File: config.mk
export PLATFORM = sky130hd
export DESIGN_NAME = evdma_channel
export DESIGN_NICKNAME = d
export VERILOG_FILES = /design/src/rtl/evdma_pkg.sv /design/src/rtl/evdma_ptr.sv /design/src/rtl/evdma_seq.sv /design/src/rtl/evdma_trig.sv /design/src/rtl/evdma_channel.sv
export SDC_FILE = /design/constraint.sdc
export NUM_CORES = 1
export LEC_CHECK = 0
export BUFFER_PORTS_ARGS = -buffer_cell sky130_fd_sc_hd__buf_4
export CORE_MARGIN = 2
export CORE_UTILIZATION = 46
export CTS_CLUSTER_DIAMETER = 60
export DETAILED_ROUTE_END_ITERATION = 10
export MAX_ROUTING_LAYER = met4
export PLACE_DENSITY = 0.77
export SYNTH_ARGS = -nofsm -noshare
export SYNTH_HDL_FRONTEND = slang
export SYNTH_HIERARCHICAL = 1
export SYNTH_SLANG_ARGS = --single-unit
File: constraint.sdc
create_clock -name clk -period 3.2 [get_ports clk]
set_clock_uncertainty 0.15 [all_clocks]
set_input_delay 0.16 -clock clk [delete_from_list [all_inputs] [get_ports clk]]
set_output_delay 0.16 -clock clk [all_outputs]
set_load 0.01 [all_outputs]
File: src/rtl/evdma_pkg.sv
package evdma_pkg;

    typedef enum logic {
        CH_IDLE = 1'b0,
        CH_MOVE = 1'b1
    } ch_state_e;

    typedef struct packed {
        logic half;
        logic done;
    } ptr_evt_s;

    typedef struct packed {
        logic start_hit;
        logic abort_ev;
        logic pat_end;
    } trig_s;

    function automatic logic [31:0] max_len(input logic [31:0] a, input logic [31:0] b);
        return (a > b) ? a : b;
    endfunction

endpackage

File: src/rtl/evdma_ptr.sv
module evdma_ptr
    import evdma_pkg::*;
#(
    parameter int SIZE_W = 8
) (
    input  logic              clk,
    input  logic              rst,
    input  logic [SIZE_W-1:0] size,
    input  logic              step,
    input  logic              clr,
    output logic [SIZE_W-1:0] ptr,
    output ptr_evt_s          evt
);
    logic [SIZE_W-1:0] ptr_q;
    logic [SIZE_W-1:0] nxt;
    logic [SIZE_W-1:0] half_pt;
    logic              wrap;

    assign nxt     = ptr_q + 1'b1;
    assign half_pt = size >> 1;
    assign wrap    = (nxt == size);

    always_ff @(posedge clk) begin
        if (rst) begin
            ptr_q <= '0;
            evt   <= '0;
        end else begin
            evt.half <= step && (half_pt != '0) && (nxt == half_pt);
            evt.done <= step && wrap;
            if (clr)
                ptr_q <= '0;
            else if (step)
                ptr_q <= wrap ? '0 : nxt;
        end
    end

    assign ptr = ptr_q;
endmodule

File: src/rtl/evdma_seq.sv
module evdma_seq #(
    parameter int SIZE_W = 8
) (
    input  logic              clk,
    input  logic              rst,
    input  logic              step,
    input  logic              cell_clr,
    input  logic              blk_clr,
    input  logic [SIZE_W-1:0] cell_size,
    input  logic [SIZE_W-1:0] blk_len,
    output logic              cell_last,
    output logic              blk_last
);
    logic [SIZE_W-1:0] cell_cnt;
    logic [SIZE_W-1:0] blk_cnt;
    logic [SIZE_W-1:0] cell_inc;
    logic [SIZE_W-1:0] blk_inc;

    assign cell_inc  = cell_cnt + 1'b1;
    assign blk_inc   = blk_cnt + 1'b1;
    assign cell_last = (cell_inc == cell_size);
    assign blk_last  = (blk_inc == blk_len);

    always_ff @(posedge clk) begin
        if (rst) begin
            cell_cnt <= '0;
            blk_cnt  <= '0;
        end else begin
            if (cell_clr)  cell_cnt <= '0;
            else if (step) cell_cnt <= cell_inc;
            if (blk_clr)   blk_cnt  <= '0;
            else if (step) blk_cnt  <= blk_inc;
        end
    end
endmodule

File: src/rtl/evdma_trig.sv
module evdma_trig
    import evdma_pkg::*;
#(
    parameter int NUM_IRQ = 16,
    parameter int SEL_W   = 4
) (
    input  logic [NUM_IRQ-1:0] irq_vec,
    input  logic [SEL_W-1:0]   start_sel,
    input  logic               start_irq_en,
    input  logic [SEL_W-1:0]   abort_sel,
    input  logic               abort_irq_en,
    input  logic               force_go,
    input  logic               abort_go,
    input  logic               chan_live,
    input  logic               txn,
    input  logic [7:0]         rd_byte,
    input  logic               pat_en,
    input  logic [7:0]         pat_val,
    input  logic               addr_err,
    input  logic               auto_en,
    output trig_s              trig
);
    logic match;
    logic irq_abort;

    assign match     = txn && pat_en && (rd_byte == pat_val);
    assign irq_abort = abort_irq_en && irq_vec[abort_sel] && chan_live;

    always_comb begin
        trig.start_hit = force_go || (start_irq_en && irq_vec[start_sel]);
        trig.abort_ev  = abort_go || irq_abort || (txn && addr_err) || (match && !auto_en);
        trig.pat_end   = match && auto_en;
    end
endmodule

File: src/rtl/evdma_channel.sv
module evdma_channel
    import evdma_pkg::*;
#(
    parameter int ADDR_W  = 16,
    parameter int SIZE_W  = 8,
    parameter int NUM_IRQ = 16,
    localparam int SEL_W  = $clog2(NUM_IRQ)
) (
    input  logic               clk,
    input  logic               rst,
    input  logic               ctl_on,
    input  logic               ctl_susp,
    input  logic               ch_arm,
    input  logic               ch_disarm,
    input  logic               auto_en,
    input  logic [ADDR_W-1:0]  src_base,
    input  logic               src_base_wr,
    input  logic [ADDR_W-1:0]  dst_base,
    input  logic               dst_base_wr,
    input  logic [SIZE_W-1:0]  src_size,
    input  logic [SIZE_W-1:0]  dst_size,
    input  logic [SIZE_W-1:0]  cell_size,
    input  logic [SEL_W-1:0]   start_sel,
    input  logic               start_irq_en,
    input  logic [SEL_W-1:0]   abort_sel,
    input  logic               abort_irq_en,
    input  logic               pat_en,
    input  logic [7:0]         pat_val,
    input  logic               force_go,
    input  logic               abort_go,
    input  logic [NUM_IRQ-1:0] irq_vec,
    output logic               mem_en,
    output logic [ADDR_W-1:0]  mem_rd_addr,
    input  logic [7:0]         mem_rd_data,
    output logic [ADDR_W-1:0]  mem_wr_addr,
    output logic [7:0]         mem_wr_data,
    input  logic               mem_addr_err,
    output logic [SIZE_W-1:0]  src_ptr,
    output logic [SIZE_W-1:0]  dst_ptr,
    output logic               src_half,
    output logic               dst_half,
    output logic               src_done,
    output logic               dst_done,
    output logic               blk_done,
    output logic               abort_flag,
    output logic               ch_enabled
);
    localparam int NSIDE = 2;

    ch_state_e         state;
    logic              ch_en_q;
    logic              run_ok;
    logic              txn;
    logic              keep;
    logic              blk_end;
    logic              ptr_clr;
    logic              cell_last;
    logic              blk_last;
    logic [SIZE_W-1:0] blk_len;
    trig_s             trig;

    logic [SIZE_W-1:0] sz_a  [NSIDE];
    logic [SIZE_W-1:0] ptr_a [NSIDE];
    logic              clr_a [NSIDE];
    ptr_evt_s          evt_a [NSIDE];

    assign run_ok  = ctl_on && ch_en_q && !ctl_susp;
    assign txn     = (state == CH_MOVE) && run_ok;
    assign keep    = ctl_susp || ((state == CH_MOVE) && !ch_en_q);
    assign blk_len = SIZE_W'(max_len(32'(src_size), 32'(dst_size)));
    assign blk_end = txn && blk_last && !trig.abort_ev;
    assign ptr_clr = !ctl_on || blk_end || trig.pat_end || (trig.abort_ev && !keep);

    evdma_trig #(.NUM_IRQ(NUM_IRQ), .SEL_W(SEL_W)) u_trig (
        .irq_vec      (irq_vec),
        .start_sel    (start_sel),
        .start_irq_en (start_irq_en),
        .abort_sel    (abort_sel),
        .abort_irq_en (abort_irq_en),
        .force_go     (force_go),
        .abort_go     (abort_go),
        .chan_live    (ch_en_q || (state == CH_MOVE)),
        .txn          (txn),
        .rd_byte      (mem_rd_data),
        .pat_en       (pat_en),
        .pat_val      (pat_val),
        .addr_err     (mem_addr_err),
        .auto_en      (auto_en),
        .trig         (trig)
    );

    evdma_seq #(.SIZE_W(SIZE_W)) u_seq (
        .clk       (clk),
        .rst       (rst),
        .step      (txn),
        .cell_clr  (ptr_clr || (txn && cell_last)),
        .blk_clr   (ptr_clr),
        .cell_size (cell_size),
        .blk_len   (blk_len),
        .cell_last (cell_last),
        .blk_last  (blk_last)
    );

    assign sz_a[0]  = src_size;
    assign sz_a[1]  = dst_size;
    assign clr_a[0] = ptr_clr || src_base_wr;
    assign clr_a[1] = ptr_clr || dst_base_wr;

    for (genvar g = 0; g < NSIDE; g++) begin : g_side
        evdma_ptr #(.SIZE_W(SIZE_W)) u_ptr (
            .clk  (clk),
            .rst  (rst),
            .size (sz_a[g]),
            .step (txn),
            .clr  (clr_a[g]),
            .ptr  (ptr_a[g]),
            .evt  (evt_a[g])
        );
    end

    always_ff @(posedge clk) begin
        if (rst) begin
            state      <= CH_IDLE;
            ch_en_q    <= 1'b0;
            blk_done   <= 1'b0;
            abort_flag <= 1'b0;
        end else begin
            blk_done   <= blk_end;
            abort_flag <= trig.abort_ev;

            if (ch_arm)
                ch_en_q <= 1'b1;
            else if (ch_disarm || trig.abort_ev || (blk_end && !auto_en))
                ch_en_q <= 1'b0;

            if (!ctl_on || trig.abort_ev || blk_end || trig.pat_end || (txn && cell_last))
                state <= CH_IDLE;
            else if ((state == CH_IDLE) && run_ok && trig.start_hit)
                state <= CH_MOVE;
        end
    end

    assign mem_en      = txn;
    assign mem_rd_addr = src_base + ADDR_W'(ptr_a[0]);
    assign mem_wr_addr = dst_base + ADDR_W'(ptr_a[1]);
    assign mem_wr_data = mem_rd_data;
    assign src_ptr     = ptr_a[0];
    assign dst_ptr     = ptr_a[1];
    assign src_half    = evt_a[0].half;
    assign src_done    = evt_a[0].done;
    assign dst_half    = evt_a[1].half;
    assign dst_done    = evt_a[1].done;
    assign ch_enabled  = ch_en_q;
endmodule

==> impl_metrics.csv <==
group,metric,value,unit
cells_and_area,post-route-util,0.675,
cells_and_area,antenna_cells,0,
floorplanning,die_h,105,um
job,maxCapViolCount,0,
synth,yosys_warnings,6,
placed_design,io_buffer_count,174,
critical_path,worstReg2RegStart,"u_seq/blk_cnt[0]",
critical_path,path_max_fanout,7,
synth,synthArstFlopShare,0,
route,vias,4905,
worst_hold_path,hold_depth,2,
clock_tree,clkTransAtPathRegs,0.09,ns
placed_design,dpl.hpwl,10500,um
critical_path,end_kind,"register",
critical_path,path_class,"in2reg",
sta,slew_violations,0,
sta,finalCriticalPeriod,3.33,ns
floorplanning,num_rows,36,
critical_path,crit_family,"simple AND/OR/NAND/NOR gates",
pwr,pwr_density_cell,217,nW/um^2
synth,synth_top_area_frac,0.172,
grt,grt_pass1_vias,4624,
synth,ys_seq_area_frac,0.172,
worst_hold_path,hold_start,"rst",
synth,synth.net_count,705,
grt,grt_max_degree,61,
route,drt_iter0_markers,203,
clock_tree,cts_sinks,40,
worst_hold_path,hp-class,"in2reg",
clock_tree,numCtsBuffers,5,
sta,final-hold-violation-count,0,
critical_path,r2r_cells,15,
pwr,vdd_ir_drop_max,184,uV
placed_design,gp_congestion,0.911,
critical_path,start_kind,"input pin",
floorplanning,core-area,9820,um^2
synth,yosys-top-cells-count,"xor2_1 (54), xnor2_1 (53), nor2_1 (42)",
sta,period_share,1.04,
synth,syn_avg_cell_area,8.26,um^2
critical_path,worstPathRequired,3.22,ns
run_status,violations,"setup timing",
synth,synth_area,4660,um^2
sta,finalSetupViolations,11,
critical_path,critPathArrivalTime,3.35,ns
route,vias_per_cell,5.53,
clock_tree,root_buffer,"clkbuf_8",
synth,synth-seq-cells,40,
floorplanning,die_area,10900,um^2
grt,overflow,0,
sta,slew_headroom,0.547,
floorplanning,die_w,105,um
synth,syn_inst,564,
sta,max_clock_freq,0.301,GHz
synth,synth_edf_count,0,
clock_tree,cts_max_level,2,
critical_path,crit_chain,"buf_4 -> inv_1 -> ha_4 -> nand4_1 -> or2_1 -> o21ai_2 -> buf_6 -> buf_6 -> mux2_4 -> xnor2_4 -> nor4b_2 -> a21oi_1 -> nor4_2 -> nor2b_4 -> nand2_2 -> and3_4 -> nand2b_4 -> nor2_4 -> o21ai_1 -> a31oi_1 -> o21ai_1 -> a21oi_1",
synth,synth_flop_cell,"dfxtp_1",
critical_path,cp_slowest_cell,"mux2_4",
floorplanning,initial_core_util,0.474,
route,drc,0,
cells_and_area,fillers,808,
worst_hold_path,hold-path-endpoint,"ch_enabled",
sta,setup_tns,-0.731,ns
critical_path,reg2reg_to,"g_side[1].u_ptr/ptr[2]",
grt,antenna_found_initial,0,
sta,rsz0062_at_grt,"yes",
synth,yosysMostFrequentCell,"xor2_1",
clock_tree,insertion_delay,0.31,ns
route,finalWirelength,13700,um
placed_design,place_ws,-0.573,ns
cells_and_area,drive_above_1_share,0.373,
synth,yosysTopAreaCell,"dfxtp_1",
route,wl_per_cell,15.5,um
sta,setup_ws,-0.128,ns
critical_path,rrSetupSlack,0.26,ns
sta,worst_hold_slack,0.0241,ns
sta,worst_pin_slew,0.674,ns
critical_path,critPathBufInv,4,
route,ant_nets,0,
pwr,power.leakage,0.00292,uW
grt,grt_use_total,0.242,
grt,grt_pass1_wl,21600,um
route,firstDrtPassIters,5,
clock_tree,cts_buffer_depth,2,
floorplanning,ios,175,
run_status,status,"finished with violations",
clock_tree,cts_tree,"built",
cells_and_area,syn_to_final_growth,42.2,%
cells_and_area,nets,894,
synth,yosys-top-cells-area,"dfxtp_1 (17%), xor2_1 (10%), xnor2_1 (10%)",
critical_path,max_stage_delay,0.32,ns
synth,ys_types,63,
-- cells in the final DEF, fill, tap and decap left out, types with 5 or more instances in the layout --
| cell type | n |
|---|---|
| buf_4 | 207 |
| xor2_1 | 53 |
| xnor2_1 | 52 |
| dfxtp_1 | 40 |
| nor2_1 | 36 |
| nand2_1 | 29 |
| nand3_1 | 29 |
| ha_1 | 22 |
| a21oi_1 | 18 |
| o21ai_0 | 17 |
| mux2i_1 | 15 |
| a31oi_1 | 13 |
| a21o_1 | 12 |
| nand4_1 | 12 |
| nor3_1 | 11 |
| o21ai_1 | 10 |
| nand3b_1 | 10 |
| o211ai_1 | 9 |
| inv_1 | 8 |
| and3_1 | 7 |
| nor2b_1 | 7 |
| a211oi_1 | 6 |
| nor4_1 | 6 |
| ha_4 | 6 |
| nand2b_1 | 5 |
| clkbuf_8 | 5 |
| mux2_2 | 5 |
-- repair_timing --
| item | 4_1_cts | 5_1_grt |
|---|---|---|
| endpoints found under the setup margin | 32 | 29 |
| endpoints found under the hold margin | 1 | 0 |
| hold buffers | 1 | 0 |
| resized for setup | 7 | 29 |
| pin swaps | 7 | 9 |
| buffers inserted | 10 | 6 |
-- cells by family (layout without fill, tap and decap cells) --
| group | after synthesis | in the layout | share of synthesized area |
|---|---|---|---|
| buffers and inverters | 44 | 234 | 0.0510 |
| and+or+nand+nor | 197 | 197 | 0.231 |
| DFF | 40 | 40 | 0.172 |
| adders and majority gates | 30 | 30 | 0.0838 |
| AOI/OAI and AO/OA | 112 | 112 | 0.165 |
| muxes | 32 | 32 | 0.0862 |
| xor gates and xnor gates | 109 | 109 | 0.211 |
-- flip-flops by register name (all words and copies together) (netlist names) --
| name | count |
|---|---|
| g_side.u_ptr/ptr | 16 |
| u_seq/blk_cnt | 8 |
| u_seq/cell_cnt | 8 |
| g_side.u_ptr/evt | 4 |
| abort_flag | 1 |
| blk_done | 1 |
| ch_enabled | 1 |
| state | 1 |
-- metal layers --
layer	vias to the layer above	share of wire	GRT usage
met5	-	0	-
met4	0	0.019	0.0781
met3	23	0.057	0.0399
met2	188	0.50	0.413
met1	2266	0.42	0.291
li1	2428	-	-
-- power by group --
| group | total (uW) | switching [uW] | internal, uW |
|---|---|---|---|
| clock | 441 | 206 | 235 |
| combinational | 497 | 217 | 280 |
| sequential | 500 | 1.49 | 499 |
| total | 1440 | 424 | 1010 |
-- how the worst max path moves through the flow --
stage	start	end	slack (ns)	depth (start not counted)
final	dst_size[5]	g_side[1].u_ptr/ptr[2]	-0.13	22
after global routing	dst_size[7]	g_side[1].u_ptr/ptr[2]	-0.28	22
after CTS	dst_size[1]	g_side[1].u_ptr/ptr[2]	0.006	22
after detailed placement	dst_size[1]	g_side[1].u_ptr/ptr[2]	-0.57	22
after global placement	dst_size[1]	g_side[1].u_ptr/ptr[2]	-0.37	22
after floorplan	dst_size[1]	g_side[0].u_ptr/ptr[2]	-0.1	20
-- stage by stage --
stage	power, uW	cell area, um^2	cells
4_1_cts	1410	6440	881
3_3_place_gp	945	6200	862
2_1_floorplan	724	4750	564
6_report	1440	6630	887
3_5_place_dp	958	6200	862
5_1_grt	1500	6630	887
-- final cells by class --
type	count	area, um^2	area share
well taps	133	166	0.0251
multi-input cells	480	3840	0.579
repair buffers	214	1650	0.249
clock inverters	3	46.3	0.00699
inverters	12	57.6	0.00869
clock buffers	5	68.8	0.0104
flip-flops and latches	40	801	0.121
(Power assumes the default switching activity.)
